**src/rtl/lpbk_pkg.sv**
```systemverilog
`timescale 1ns/1ps
package lpbk_pkg;
  typedef enum logic [2:0] {
    RT_IDLE,
    RT_PASS,
    RT_LOOP,
    RT_PORT_ONLY,
    RT_REFILL
  } route_t;
endpackage

```
**src/rtl/lpbk_rst_sync.sv**
```systemverilog
`timescale 1ns/1ps
module lpbk_rst_sync #(
  parameter int STAGES = 2
) (
  input  logic clk,
  input  logic rst_n,
  output logic rst_n_sync
);
  logic [STAGES-1:0] sync_q;

  always_ff @(posedge clk or negedge rst_n) begin
    if (!rst_n) sync_q <= '0;
    else        sync_q <= {sync_q[STAGES-2:0], 1'b1};
  end

  assign rst_n_sync = sync_q[STAGES-1];
endmodule

```
**src/rtl/lpbk_hold.sv**
```systemverilog
`timescale 1ns/1ps
module lpbk_hold #(
  parameter int DATA_W = 36
) (
  input  logic              clk,
  input  logic              rst_n,
  input  logic              loop_en,
  input  logic              loop_pop,
  input  logic [DATA_W-1:0] pop_data,
  output logic              loop_act,
  output logic              have_last,
  output logic [DATA_W-1:0] last_word
);
  logic              loop_act_d;
  logic              have_last_d;
  logic              last_ce;

  always_comb begin
    loop_act_d  = loop_en;
    have_last_d = loop_act ? (have_last | loop_pop) : 1'b0;
    last_ce     = loop_act & loop_pop;
  end

  always_ff @(posedge clk or negedge rst_n) begin
    if (!rst_n) begin
      loop_act  <= 1'b0;
      have_last <= 1'b0;
    end else begin
      loop_act  <= loop_act_d;
      have_last <= have_last_d;
    end
  end

  always_ff @(posedge clk or negedge rst_n) begin
    if (!rst_n)       last_word <= '0;
    else if (last_ce) last_word <= pop_data;
  end
endmodule

```
**src/rtl/lpbk_route.sv**
```systemverilog
`timescale 1ns/1ps
module lpbk_route
  import lpbk_pkg::*;
#(
  parameter int DATA_W = 36
) (
  input  logic              loop_act,
  input  logic              have_last,
  input  logic [DATA_W-1:0] last_word,
  input  logic              port_rd_mode,
  input  logic              ext_rd_en,
  input  logic              ext_wr_en,
  input  logic [DATA_W-1:0] ext_wr_data,
  input  logic              src_not_empty,
  input  logic [DATA_W-1:0] src_data,
  input  logic              dst_not_full,
  output logic              src_rd_en,
  output logic              dst_wr_en,
  output logic [DATA_W-1:0] dst_wr_data,
  output logic              port_oe,
  output logic [DATA_W-1:0] port_out
);
  route_t route;

  always_comb begin
    if (!loop_act)                      route = RT_PASS;
    else if (src_not_empty && dst_not_full) route = RT_LOOP;
    else if (src_not_empty)             route = RT_PORT_ONLY;
    else if (dst_not_full && have_last) route = RT_REFILL;
    else                                route = RT_IDLE;
  end

  always_comb begin
    src_rd_en   = 1'b0;
    dst_wr_en   = 1'b0;
    dst_wr_data = src_data;
    port_oe     = 1'b0;
    port_out    = src_data;
    unique case (route)
      RT_PASS: begin
        if (port_rd_mode) begin
          src_rd_en = ext_rd_en & src_not_empty;
          port_oe   = ext_rd_en & src_not_empty;
        end else begin
          dst_wr_en   = ext_wr_en & dst_not_full;
          dst_wr_data = ext_wr_data;
        end
      end
      RT_LOOP: begin
        src_rd_en = 1'b1;
        dst_wr_en = 1'b1;
        port_oe   = port_rd_mode;
      end
      RT_PORT_ONLY: begin
        src_rd_en = port_rd_mode;
        port_oe   = port_rd_mode;
      end
      RT_REFILL: begin
        dst_wr_en   = 1'b1;
        dst_wr_data = last_word;
      end
      default: begin
        src_rd_en = 1'b0;
      end
    endcase
  end
endmodule

```
**src/rtl/lpbk_ctrl.sv**
```systemverilog
`timescale 1ns/1ps
module lpbk_ctrl #(
  parameter int DATA_W = 36
) (
  input  logic              clk,
  input  logic              rst_n,
  input  logic              loop_en,
  input  logic              port_rd_mode,
  input  logic              ext_rd_en,
  input  logic              ext_wr_en,
  input  logic [DATA_W-1:0] ext_wr_data,
  input  logic              src_not_empty,
  input  logic [DATA_W-1:0] src_data,
  output logic              src_rd_en,
  input  logic              dst_not_full,
  output logic              dst_wr_en,
  output logic [DATA_W-1:0] dst_wr_data,
  output logic              port_oe,
  output logic [DATA_W-1:0] port_out
);
  logic              rst_n_sync;
  logic              loop_act;
  logic              have_last;
  logic [DATA_W-1:0] last_word;
  logic              loop_pop;

  assign loop_pop = src_rd_en;

  lpbk_rst_sync #(.STAGES(2)) rst_sync_i (
    .clk        (clk),
    .rst_n      (rst_n),
    .rst_n_sync (rst_n_sync)
  );

  lpbk_hold #(.DATA_W(DATA_W)) hold_i (
    .clk       (clk),
    .rst_n     (rst_n_sync),
    .loop_en   (loop_en),
    .loop_pop  (loop_pop),
    .pop_data  (src_data),
    .loop_act  (loop_act),
    .have_last (have_last),
    .last_word (last_word)
  );

  lpbk_route #(.DATA_W(DATA_W)) route_i (
    .loop_act      (loop_act),
    .have_last     (have_last),
    .last_word     (last_word),
    .port_rd_mode  (port_rd_mode),
    .ext_rd_en     (ext_rd_en),
    .ext_wr_en     (ext_wr_en),
    .ext_wr_data   (ext_wr_data),
    .src_not_empty (src_not_empty),
    .src_data      (src_data),
    .dst_not_full  (dst_not_full),
    .src_rd_en     (src_rd_en),
    .dst_wr_en     (dst_wr_en),
    .dst_wr_data   (dst_wr_data),
    .port_oe       (port_oe),
    .port_out      (port_out)
  );
endmodule

```
**config.mk**
```make
export PLATFORM = sky130hd
export DESIGN_NAME = lpbk_ctrl
export DESIGN_NICKNAME = d
export VERILOG_FILES = /design/src/rtl/lpbk_pkg.sv /design/src/rtl/lpbk_rst_sync.sv /design/src/rtl/lpbk_hold.sv /design/src/rtl/lpbk_route.sv /design/src/rtl/lpbk_ctrl.sv
export SDC_FILE = /design/constraint.sdc
export NUM_CORES = 1
export LEC_CHECK = 0
export ABC_AREA = 1
export CAP_MARGIN = 40
export CORE_ASPECT_RATIO = 2
export CORE_MARGIN = 2
export CORE_UTILIZATION = 30
export DETAILED_ROUTE_END_ITERATION = 8
export MAX_ROUTING_LAYER = met4
export PLACE_DENSITY = 0.6
export SLEW_MARGIN = 20
export SYNTH_ARGS = -nofsm -noshare
export SYNTH_HDL_FRONTEND = slang
export SYNTH_SLANG_ARGS = --single-unit
export TNS_END_PERCENT = 50
```
**constraint.sdc**
```tcl
create_clock -name clk -period 4.6 [get_ports clk]
set_input_delay 1.38 -clock clk [delete_from_list [all_inputs] [get_ports clk]]
set_output_delay 1.38 -clock clk [all_outputs]
set_load 0.01 [all_outputs]
```
==> impl_metrics.ini, run 1 <==
[grt]
met3_usage_pct = 1.57
grt_overflow = 0
grt_pass1_wl_mm = 16.1
top_usage_layer = met2
use_met2_pct = 33.9
grt_use_total_pct = 18.9
grt_start_max_net_pins = 68
gr-usage-met1_pct = 20.2
grt_pass1_vias = 3419
antenna_found_initial = 0

[final_layout]
n_fill_cell = 1033
syn_to_final_growth_pct = 51.4
post-route-util_pct = 46.5
fin_nets = 677
multi_input_area_um2 = 1420
diodes = 0
stdcell_area_um2 = 4690
drive_above_1_share_pct = 4.52
seq_area_um2 = 1000
layout.cells.non_filler = 733

[power_and_ir_drop]
power_density_nw_per_um2 = 248
p_leak_nw = 2.30
power_mw = 1.16
irDropWorstVdd_mv = 0.176

[floorplan]
dieWidth_um = 75.8
die-area_um2 = 11200
core_um2 = 10100
io_pins = 155
fp.dieH_um = 148
initial_core_util_pct = 30.7
core.rowCount = 52

[placement]
placed_area_um2 = 4470
dp_hpwl_mm = 7.51
gp_congestion = 0.844
dp_slack_ns = 0.0179
port_buffers = 154
dp.cells = 722

[clocking]
hold_buffers = 0
clkSinkCount = 40
cts_buffer_depth = 2
cts-root-buf = clkbuf_16
cts_setup_buffers = 0
clkLatencyLatePin_ns = 0.28
cts.clk_slew.worst_paths_ns = 0.05
cts_tree = done
htree_num_levels = 2
numCtsBuffers = 5

[routing]
route.detailed.wl_per_inst_um = 14.0
wl_mm = 10.3
drt_iter0_drc = 152
viasPerCell = 4.73
vias = 3470
drtAntennaViolNets = 0
drtPass1Iterations = 4
drc = 0

[sta]
max_freq_mhz = 229
final_max_slew_viol_count = 0
slew-limit-headroom_pct = 54.9
fin_setup_tns_ns = 0
grt_setup_unrepaired = no
finClkSkew_ns = 0.00214
finalSetupViolations = 0
fin_crit_sh_pct = 95.1
tightestPinTransition_ns = 0.673
layout_setup_ws_ns = 0.227
final.min_clock_period_ns = 4.37
whs_ns = 0.0834
hold_viol = 0

[synthesis]
synth-seq-cells = 40
synth_cells = 488
synth.distinct_cells = 18
synthArstFlopShare_pct = 100
synthFlopType = dfrtp_1
yosysTopAreaCell = dfrtp_1
yosysSeqAreaShare_pct = 32.3
synth_edf_count = 0
syn_nets = 568
synth_top_area_share_pct = 32.3
synth_area_leaders = dfrtp_1, nand3_1, nand2_1
syn_area_per_cell_um2 = 6.35
yosysWarnings = 0
synth_area_um2 = 3100

[status]
outcome = finished, final reports clean

[worst_setup_path]
slowest_stage = clkdlybuf4s50_1
crit_family = buffers and inverters
crit_type = input port to output pin
critical_path_required_ns = 3.22
r2r-end = hold_i.last_word[19]
start_kind = input port
cp_max_fo = 24
r2r_cells = 7
r2r-start = hold_i.loop_act
critPathMaxStageDelay_ns = 0.57
reg2reg_slack_ns = 2.79
crit_chain = clkdlybuf4s50_1, inv_1, buf_4, nand2_1, nand3_1, nand3_1, clkdlybuf4s50_1
critPathBufInv = 4
cp-end-kind = output pin
arrival_ns = 2.99

[worst_hold_path]
hold_path_class = flop to asynchronous set/reset pin

[job]
drv_cap = 0
## layout make-up
cell class | instances | area share (%)
flip-flops and latches | 40 | 21.4
well taps | 135 | 3.60
repair buffers | 170 | 36.3
clock buffers | 8 | 3.12
inverters | 66 | 5.29
multi-input cells | 314 | 30.3
## worst reg2reg max path, cell delays in order, from the launching register on
cell and delay [ns]:
dfrtp_1 0.34, buf_4 0.42, nand2_1 0.16, inv_2 0.15, nand2_2 0.07, buf_4 0.31, nand2_1 0.12, o21ai_0 0.10
## layer usage
layer | routed length [µm] | share of wire, %
met3 | 378 | 3.7
met5 | 0 | 0
met2 | 5870 | 57
met4 | 359 | 3.5
met1 | 3650 | 36
## layout by cell type, fill, tap and decap left out
cell type | Yosys | layout
dfrtp_1 | 40 | 39
buf_6 | 3 | 6
inv_2 | 1 | 1
dfrtp_2 | 0 | 1
o21ai_0 | 29 | 29
o21ai_1 | 2 | 2
nor2_4 | 0 | 1
inv_1 | 64 | 64
nand4_1 | 2 | 2
clkbuf_16 | 0 | 5
buf_4 | 36 | 9
clkdlybuf4s50_1 | 0 | 152
buf_12 | 0 | 1
nand2_1 | 131 | 131
dlymetal6s2s_1 | 0 | 2
o211ai_1 | 1 | 1
clkinv_1 | 1 | 1
nand2_2 | 2 | 2
conb_1 | 1 | 1
clkbuf_1 | 11 | 2
clkbuf_8 | 0 | 1
nand3_1 | 145 | 145
## sequential cells by signal, indices dropped and copies added, names as in the netlist
register and flops:
hold_i.loop_act 1, hold_i.have_last 1, hold_i.last_word 36, rst_sync_i.sync_q 2
## power by group
group / switching (mW) / internal, mW
Sequential: 0.0308 / 0.403
Clock: 0.126 / 0.216
Combinational: 0.182 / 0.205
## worst max-delay path by stage
stage | startpoint | endpoint | slack [ns] | cells past startpoint
floorplan | port_rd_mode | dst_wr_data[1] | 1.14 | 5
global placement | dst_not_full | dst_wr_data[25] | 0.07 | 7
detailed placement | dst_not_full | dst_wr_data[25] | 0.02 | 7
CTS | dst_not_full | dst_wr_data[25] | 0.009 | 7
global route | port_rd_mode | dst_wr_data[1] | 0.13 | 7
finish | port_rd_mode | dst_wr_data[1] | 0.23 | 7
## Yosys cell counts, types with 2 or more instances
cell type and n:
buf_6 3, nand2_1 131, buf_1 2, clkbuf_1 11, o21ai_1 2, dfrtp_1 40
nand4_1 2, inv_1 64, nand2_2 2, buf_2 16, o21ai_0 29, nand3_1 145
buf_4 36
## cell families (layout without fill, tap and decap cells)
logic type	count (synthesis)	after routing	share of synthesized area [%]
DFF	40	40	32.3
buffers and inverters	134	244	22.0
AOI/OAI and AO/OA	32	32	5.25
and+or+nand+nor	281	281	40.3
other	1	1	0.121
## repair_timing
action / CTS / global route
endpoints found under the setup margin: 0 / 35
hold endpoints to repair: 0 / 0
gates resized for setup: 0 / 13
Power figures use the tool's default switching activity.
==> run 2: changes to the inputs <==
--- a/config.mk
+++ b/config.mk
@@ -10,11 +10,13 @@
 export CORE_ASPECT_RATIO = 2
 export CORE_MARGIN = 2
 export CORE_UTILIZATION = 30
+export CTS_BUF_LIST = sky130_fd_sc_hd__clkbuf_8
 export DETAILED_ROUTE_END_ITERATION = 8
 export MAX_ROUTING_LAYER = met4
-export PLACE_DENSITY = 0.6
+export PLACE_DENSITY = 0.59
 export SLEW_MARGIN = 20
 export SYNTH_ARGS = -nofsm -noshare
 export SYNTH_HDL_FRONTEND = slang
+export SYNTH_HIERARCHICAL = 1
 export SYNTH_SLANG_ARGS = --single-unit
 export TNS_END_PERCENT = 50
==> run 2 against run 1 <==
Synthesized area increased by 5.9%. Utilization shrank 1.7 points. Sequential cell count unchanged. Fmax fell by 3.0%. Synthesized cell count rose by 6.6%. Critical path depth shrank 2. Highest routed layer unchanged.
==> impl_metrics.ini, run 2 <==
[sta]
finalSetupViolations = 0
final_max_slew_viol_count = 0
tightestPinTransition_ns = 0.767
hold_viol = 0
final.min_clock_period_ns = 4.51
finClkSkew_ns = 0.00719
fin_setup_tns_ns = 0
fin_crit_sh_pct = 98.0
slew-limit-headroom_pct = 48.8
max_freq_mhz = 222
grt_setup_unrepaired = no

[job]
drv_cap = 0

[final_layout]
layout_common_cells = nand3_1, nand2_1, clkdlybuf4s50_1
stdcell_area_um2 = 4850
largest_register = hold_i/last_word
drive_above_1_share_pct = 5.42
syn_to_final_growth_pct = 47.7
reg_top3 = hold_i/last_word x36, rst_sync_i/sync_q x2
fin_nets = 706
largest_reg_flops = 36
final_common_cell = nand3_1

[clocking]
clkLatencyLatePin_ns = 0.29
cts_setup_buffers = 0
numCtsBuffers = 5
cts_buffer_depth = 2
clkSinkCount = 40
hold_buffers = 0
cts.clk_slew.worst_paths_ns = 0.08
cts-root-buf = clkbuf_8
htree_num_levels = 2
cts_tree = done
cts-resized-gates = 0

[worst_setup_path]
critPathBufInv = 4
start_kind = input port
critical_path_required_ns = 3.22
cp-end-kind = output pin
crit_family = buffers and inverters
arrival_ns = 3.13
critPathMaxStageDelay_ns = 0.62
crit_top_cell = clkdlybuf4s50_1
slowest_stage = clkdlybuf4s50_1
cp_max_fo = 17
crit_type = input port to output pin
crit_chain = clkdlybuf4s50_1, inv_1, buf_4, o21ai_0, clkdlybuf4s50_1

[grt]
grt_use_total_pct = 18.7
gr-usage-met1_pct = 19.0
grt_overflow = 0
top_usage_layer = met2
grt_pass1_vias = 3613
antenna_found_initial = 1
met3_usage_pct = 1.84
use_met2_pct = 35.6
grt_pass1_wl_mm = 17.5
grt_start_max_net_pins = 77

[power_and_ir_drop]
power_density_nw_per_um2 = 247
irDropWorstVdd_mv = 0.220
p_leak_nw = 2.42

[synthesis]
synth_edf_count = 0
yosys.area_share.simple_pct = 46.9
synthArstFlopShare_pct = 100
synth_xor_area_share_pct = 0
yosysWarnings = 6
synth_top_family_by_area = simple AND/OR/NAND/NOR gates
yosysSeqAreaShare_pct = 30.5
synth-seq-cells = 40
synth_area_leaders = dfrtp_1, nand3_1, nand2_1
synthFlopType = dfrtp_1
synth_top_area_share_pct = 30.5
syn_area_per_cell_um2 = 6.31
synth.most_common_cell = nand3_1
syn_nets = 600
ys_top_cells_by_count = nand3_1, nand2_1, inv_1, buf_4, dfrtp_1
synth-compound-area-share_pct = 0.381
synthAdderAreaFrac_pct = 0
synth_area_um2 = 3280
synth_cells = 520
synthMuxAreaShare_pct = 0
synth.distinct_cells = 17
yosysTopAreaCell = dfrtp_1

[routing]
wl_mm = 10.9
drc = 0
drtPass1Iterations = 4
drtAntennaViolNets = 0
vias = 3706
viasPerCell = 4.83
route.detailed.wl_per_inst_um = 14.2
drt_iter0_drc = 177

[status]
outcome = finished, final reports clean

[floorplan]
core_um2 = 10800
die-area_um2 = 11800
io_pins = 155
dieWidth_um = 77.9
core.rowCount = 54
initial_core_util_pct = 30.3
fp.dieH_um = 152

[placement]
port_buffers = 154
placed_area_um2 = 4720
dp_hpwl_mm = 7.98
gp_congestion = 0.797

[worst_hold_path]
hold_path_class = flop to asynchronous set/reset pin
## run 2: cell count changes in the layout (fill, tap and decap cells not counted), moves of 4 or more
cell       before  now
nand3_1       145  175
clkbuf_8        1    7
buf_12          1    5
buf_6           6    0
clkbuf_16       5    0
nand2_1       131  162
o21ai_0        29    1
inv_1          64   59
## run 2: worst paths after layout
check	from	end	slack, ns	depth (start not counted)
worst max-delay path	port_rd_mode	port_oe	0.09	5
worst min-delay path	rst_sync_i/sync_q[1]	hold_i/last_word[23]	0.23	0
worst max register to register	hold_i/loop_act	hold_i/last_word[1]	1.70	7
worst min register to register	rst_sync_i/sync_q[1]	hold_i/last_word[23]	0.23	0
max in group asynchronous	rst_n	rst_sync_i/sync_q[1]	3.23	1
min in group clk	rst_sync_i/sync_q[0]	rst_sync_i/sync_q[1]	0.35	0
## run 2: where the power goes
| group | internal, mW | switching (mW) | total, mW | leakage [nW] |
|---|---|---|---|---|
| clock network | 0.191 | 0.122 | 0.313 | 0.0645 |
| registers | 0.417 | 0.0410 | 0.458 | 0.494 |
| logic | 0.219 | 0.205 | 0.423 | 1.86 |
## run 2: kinds of logic after synthesis
group / after synthesis
AO/OA/AOI/OAI: 2
buffers and inverters: 134
flip-flops: 40
other: 1
AND/OR/NAND/NOR: 343
## run 2: metrics by stage
stage          utilization, %  setup slack, ns  cells  total power [mW]  hold WS [ns]
2_1_floorplan               -             1.19    520             0.678         0.331
3_3_place_gp             43.4           0.0991    758             0.881         0.339
3_5_place_dp             43.6            0.120    759             0.893         0.248
4_1_cts                  44.8            0.120    767              1.21         0.255
5_1_grt                  44.8           0.0915    768              1.26         0.268
6_report                 44.8           0.0922    768              1.19         0.226
## run 2: metal layers
| metal | part of all wire, % | up-vias |
|---|---|---|
| li1 | - | 1831 |
| met1 | 36 | 1746 |
| met2 | 57 | 112 |
| met3 | 3.5 | 17 |
| met4 | 3.1 | 0 |
| met5 | 0 | - |
## run 2: layout make-up
cell class                 count  area (µm²)
clock buffer                   7        96.3
tap                          140         175
fill                        1196        5960
sequential                    40        1000
multi-input combinational    346        1550
antenna                        1        2.50
clock inverter                 1        30.0
inverter                      62         233
timing repair buffer         171        1750
## run 2: worst register-to-register path: stages (launching register included)
cell	delay, ns
dfrtp_2	0.37
buf_4	0.61
nand2_1	0.17
o211ai_1	0.33
buf_4	0.44
nand2_2	0.57
nand2_1	0.23
nand2_1	0.08
==> run 3: changes to the inputs <==
--- a/config.mk
+++ b/config.mk
@@ -6,14 +6,13 @@
 export NUM_CORES = 1
 export LEC_CHECK = 0
 export ABC_AREA = 1
-export CAP_MARGIN = 40
 export CORE_ASPECT_RATIO = 2
 export CORE_MARGIN = 2
-export CORE_UTILIZATION = 30
+export CORE_UTILIZATION = 46
 export CTS_BUF_LIST = sky130_fd_sc_hd__clkbuf_8
 export DETAILED_ROUTE_END_ITERATION = 8
 export MAX_ROUTING_LAYER = met4
-export PLACE_DENSITY = 0.59
+export PLACE_DENSITY = 0.86
 export SLEW_MARGIN = 20
 export SYNTH_ARGS = -nofsm -noshare
 export SYNTH_HDL_FRONTEND = slang
==> constraint.sdc (replaced) <==
create_clock -name clk -period 5.5 [get_ports clk]
set_input_delay 1.65 -clock clk [delete_from_list [all_inputs] [get_ports clk]]
set_output_delay 1.65 -clock clk [all_outputs]
set_load 0.01 [all_outputs]
==> run 3 against run 2 <==
Sequential power down 15%. Combinational power down 21%. Clock-buffer cell count down 2. Setup slack better by 0.27 ns. Clock power down 26%. Register-to-register slack better by 0.86 ns. Total power down 20%. Die area down 34%. Global-route usage up 7.0 points. Design area down 4.1%. Via count up 0.11%. First-iteration DRC count down 4.5%. Largest power group unchanged.
==> impl_metrics.ini, run 3 (synthesis gave the netlist of run 2 again) <==
[clocking]
numCtsBuffers = 5
cts-resized-gates = 0
cts_buffer_depth = 2
cts_tree = done
clkLatencyLatePin_ns = 0.29
cts_setup_buffers = 0
cts.clk_slew.worst_paths_ns = 0.07
htree_num_levels = 2
clkSinkCount = 40
hold_buffers = 0
cts-root-buf = clkbuf_8

[routing]
drt_iter0_drc = 169
vias = 3710
wl_mm = 9.75
viasPerCell = 5.22
drc = 0
drtPass1Iterations = 5
drtAntennaViolNets = 0
route.detailed.wl_per_inst_um = 13.7

[worst_setup_path]
cp-end-kind = output pin
cp_max_fo = 36
arrival_ns = 3.49
crit_type = input port to output pin
slowest_stage = clkdlybuf4s50_1
critPathMaxStageDelay_ns = 0.63
crit_chain = clkdlybuf4s50_1, inv_2, nand3_4, nand3_1, nand3_1, clkdlybuf4s50_1
critical_path_required_ns = 3.85
start_kind = input port

[power_and_ir_drop]
irDropWorstVdd_mv = 0.141
p_leak_nw = 2.36
power_density_nw_per_um2 = 206
power_uw = 955

[grt]
grt_start_max_net_pins = 43
grt_pass1_wl_mm = 15.7
antenna_found_initial = 0
grt_overflow = 0
grt_pass1_vias = 3552
grt_use_total_pct = 25.8

[floorplan]
io_pins = 155
dieWidth_um = 63.7
die-area_um2 = 7860
core_um2 = 6940
core.rowCount = 43
fp.dieH_um = 123
initial_core_util_pct = 47.3

[sta]
fin_setup_tns_ns = 0
fin_crit_sh_pct = 93.4
grt_setup_unrepaired = no
final_max_slew_viol_count = 0
hold_viol = 0
finalSetupViolations = 0
max_freq_mhz = 195
tightestPinTransition_ns = 0.824
whs_ns = 0.352
layout_setup_ws_ns = 0.363
final.min_clock_period_ns = 5.14
slew-limit-headroom_pct = 45.0
finClkSkew_ns = 0.00555

[final_layout]
drive_above_1_share_pct = 4.35
stdcell_area_um2 = 4650
layout_common_cells = nand3_1, nand2_1, clkdlybuf4s50_1
reg_top3 = hold_i/last_word x36, rst_sync_i/sync_q x2
largest_register = hold_i/last_word
largest_reg_flops = 36
layout.cells.non_filler = 711
diodes = 0
fin_nets = 700
final_common_cell = nand3_1
post-route-util_pct = 67.0
syn_to_final_growth_pct = 41.6

[worst_hold_path]
hold_path_class = flop to flop

[placement]
dp.cells = 703
port_buffers = 154
placed_area_um2 = 4540
dp_slack_ns = 0.385
gp_congestion = 0.830
dp_hpwl_mm = 7.08

[job]
drv_cap = 0

[status]
outcome = finished, final reports clean
[run 3: layout make-up]
type                            instances  area, µm²
Fill cell                             614       2290
Timing Repair Buffer                  165       1640
Multi-Input combinational cell        346       1550
Sequential cell                        40       1000
Inverter                               62        233
Tap cell                               90        113
Clock buffer                            5       68.8
Clock inverter                          3       38.8
[run 3: where the power goes]
part	leakage, nW	switching [mW]	total (mW)	internal [mW]
Combinational	1.80	0.159	0.335	0.175
Clock	0.0593	0.0984	0.231	0.133
Sequential	0.494	0.0407	0.390	0.349
Total	2.36	0.298	0.955	0.657
[run 3: worst paths after layout]
path,startpoint,endpoint,slack [ns],cells after the start
worst max register to register,hold_i/loop_act,hold_i/last_word[34],2.56,7
max in group asynchronous,rst_n,rst_sync_i/sync_q[1],3.83,1
worst min register to register,rst_sync_i/sync_q[0],rst_sync_i/sync_q[1],0.35,0
min in group asynchronous,rst_sync_i/sync_q[1],hold_i/last_word[18],0.37,0
worst max-delay path,src_not_empty,dst_wr_data[4],0.36,6
worst min-delay path,rst_sync_i/sync_q[0],rst_sync_i/sync_q[1],0.35,0
[run 3: worst max-delay path: cells and delay by family]
| kind | cells | cell delay, ns |
|---|---|---|
| and+or+nand+nor | 3 | 0.56 |
| buffers and inverters | 3 | 1.25 |
[run 3: routing by layer]
metal | share of wire, % | track usage (%) | vias to the layer above
met5 | 0 | - | -
met4 | 2.5 | 12.4 | 0
met3 | 4.4 | 2.91 | 18
met2 | 58 | 49.4 | 141
met1 | 35 | 25.2 | 1731
li1 | - | - | 1820
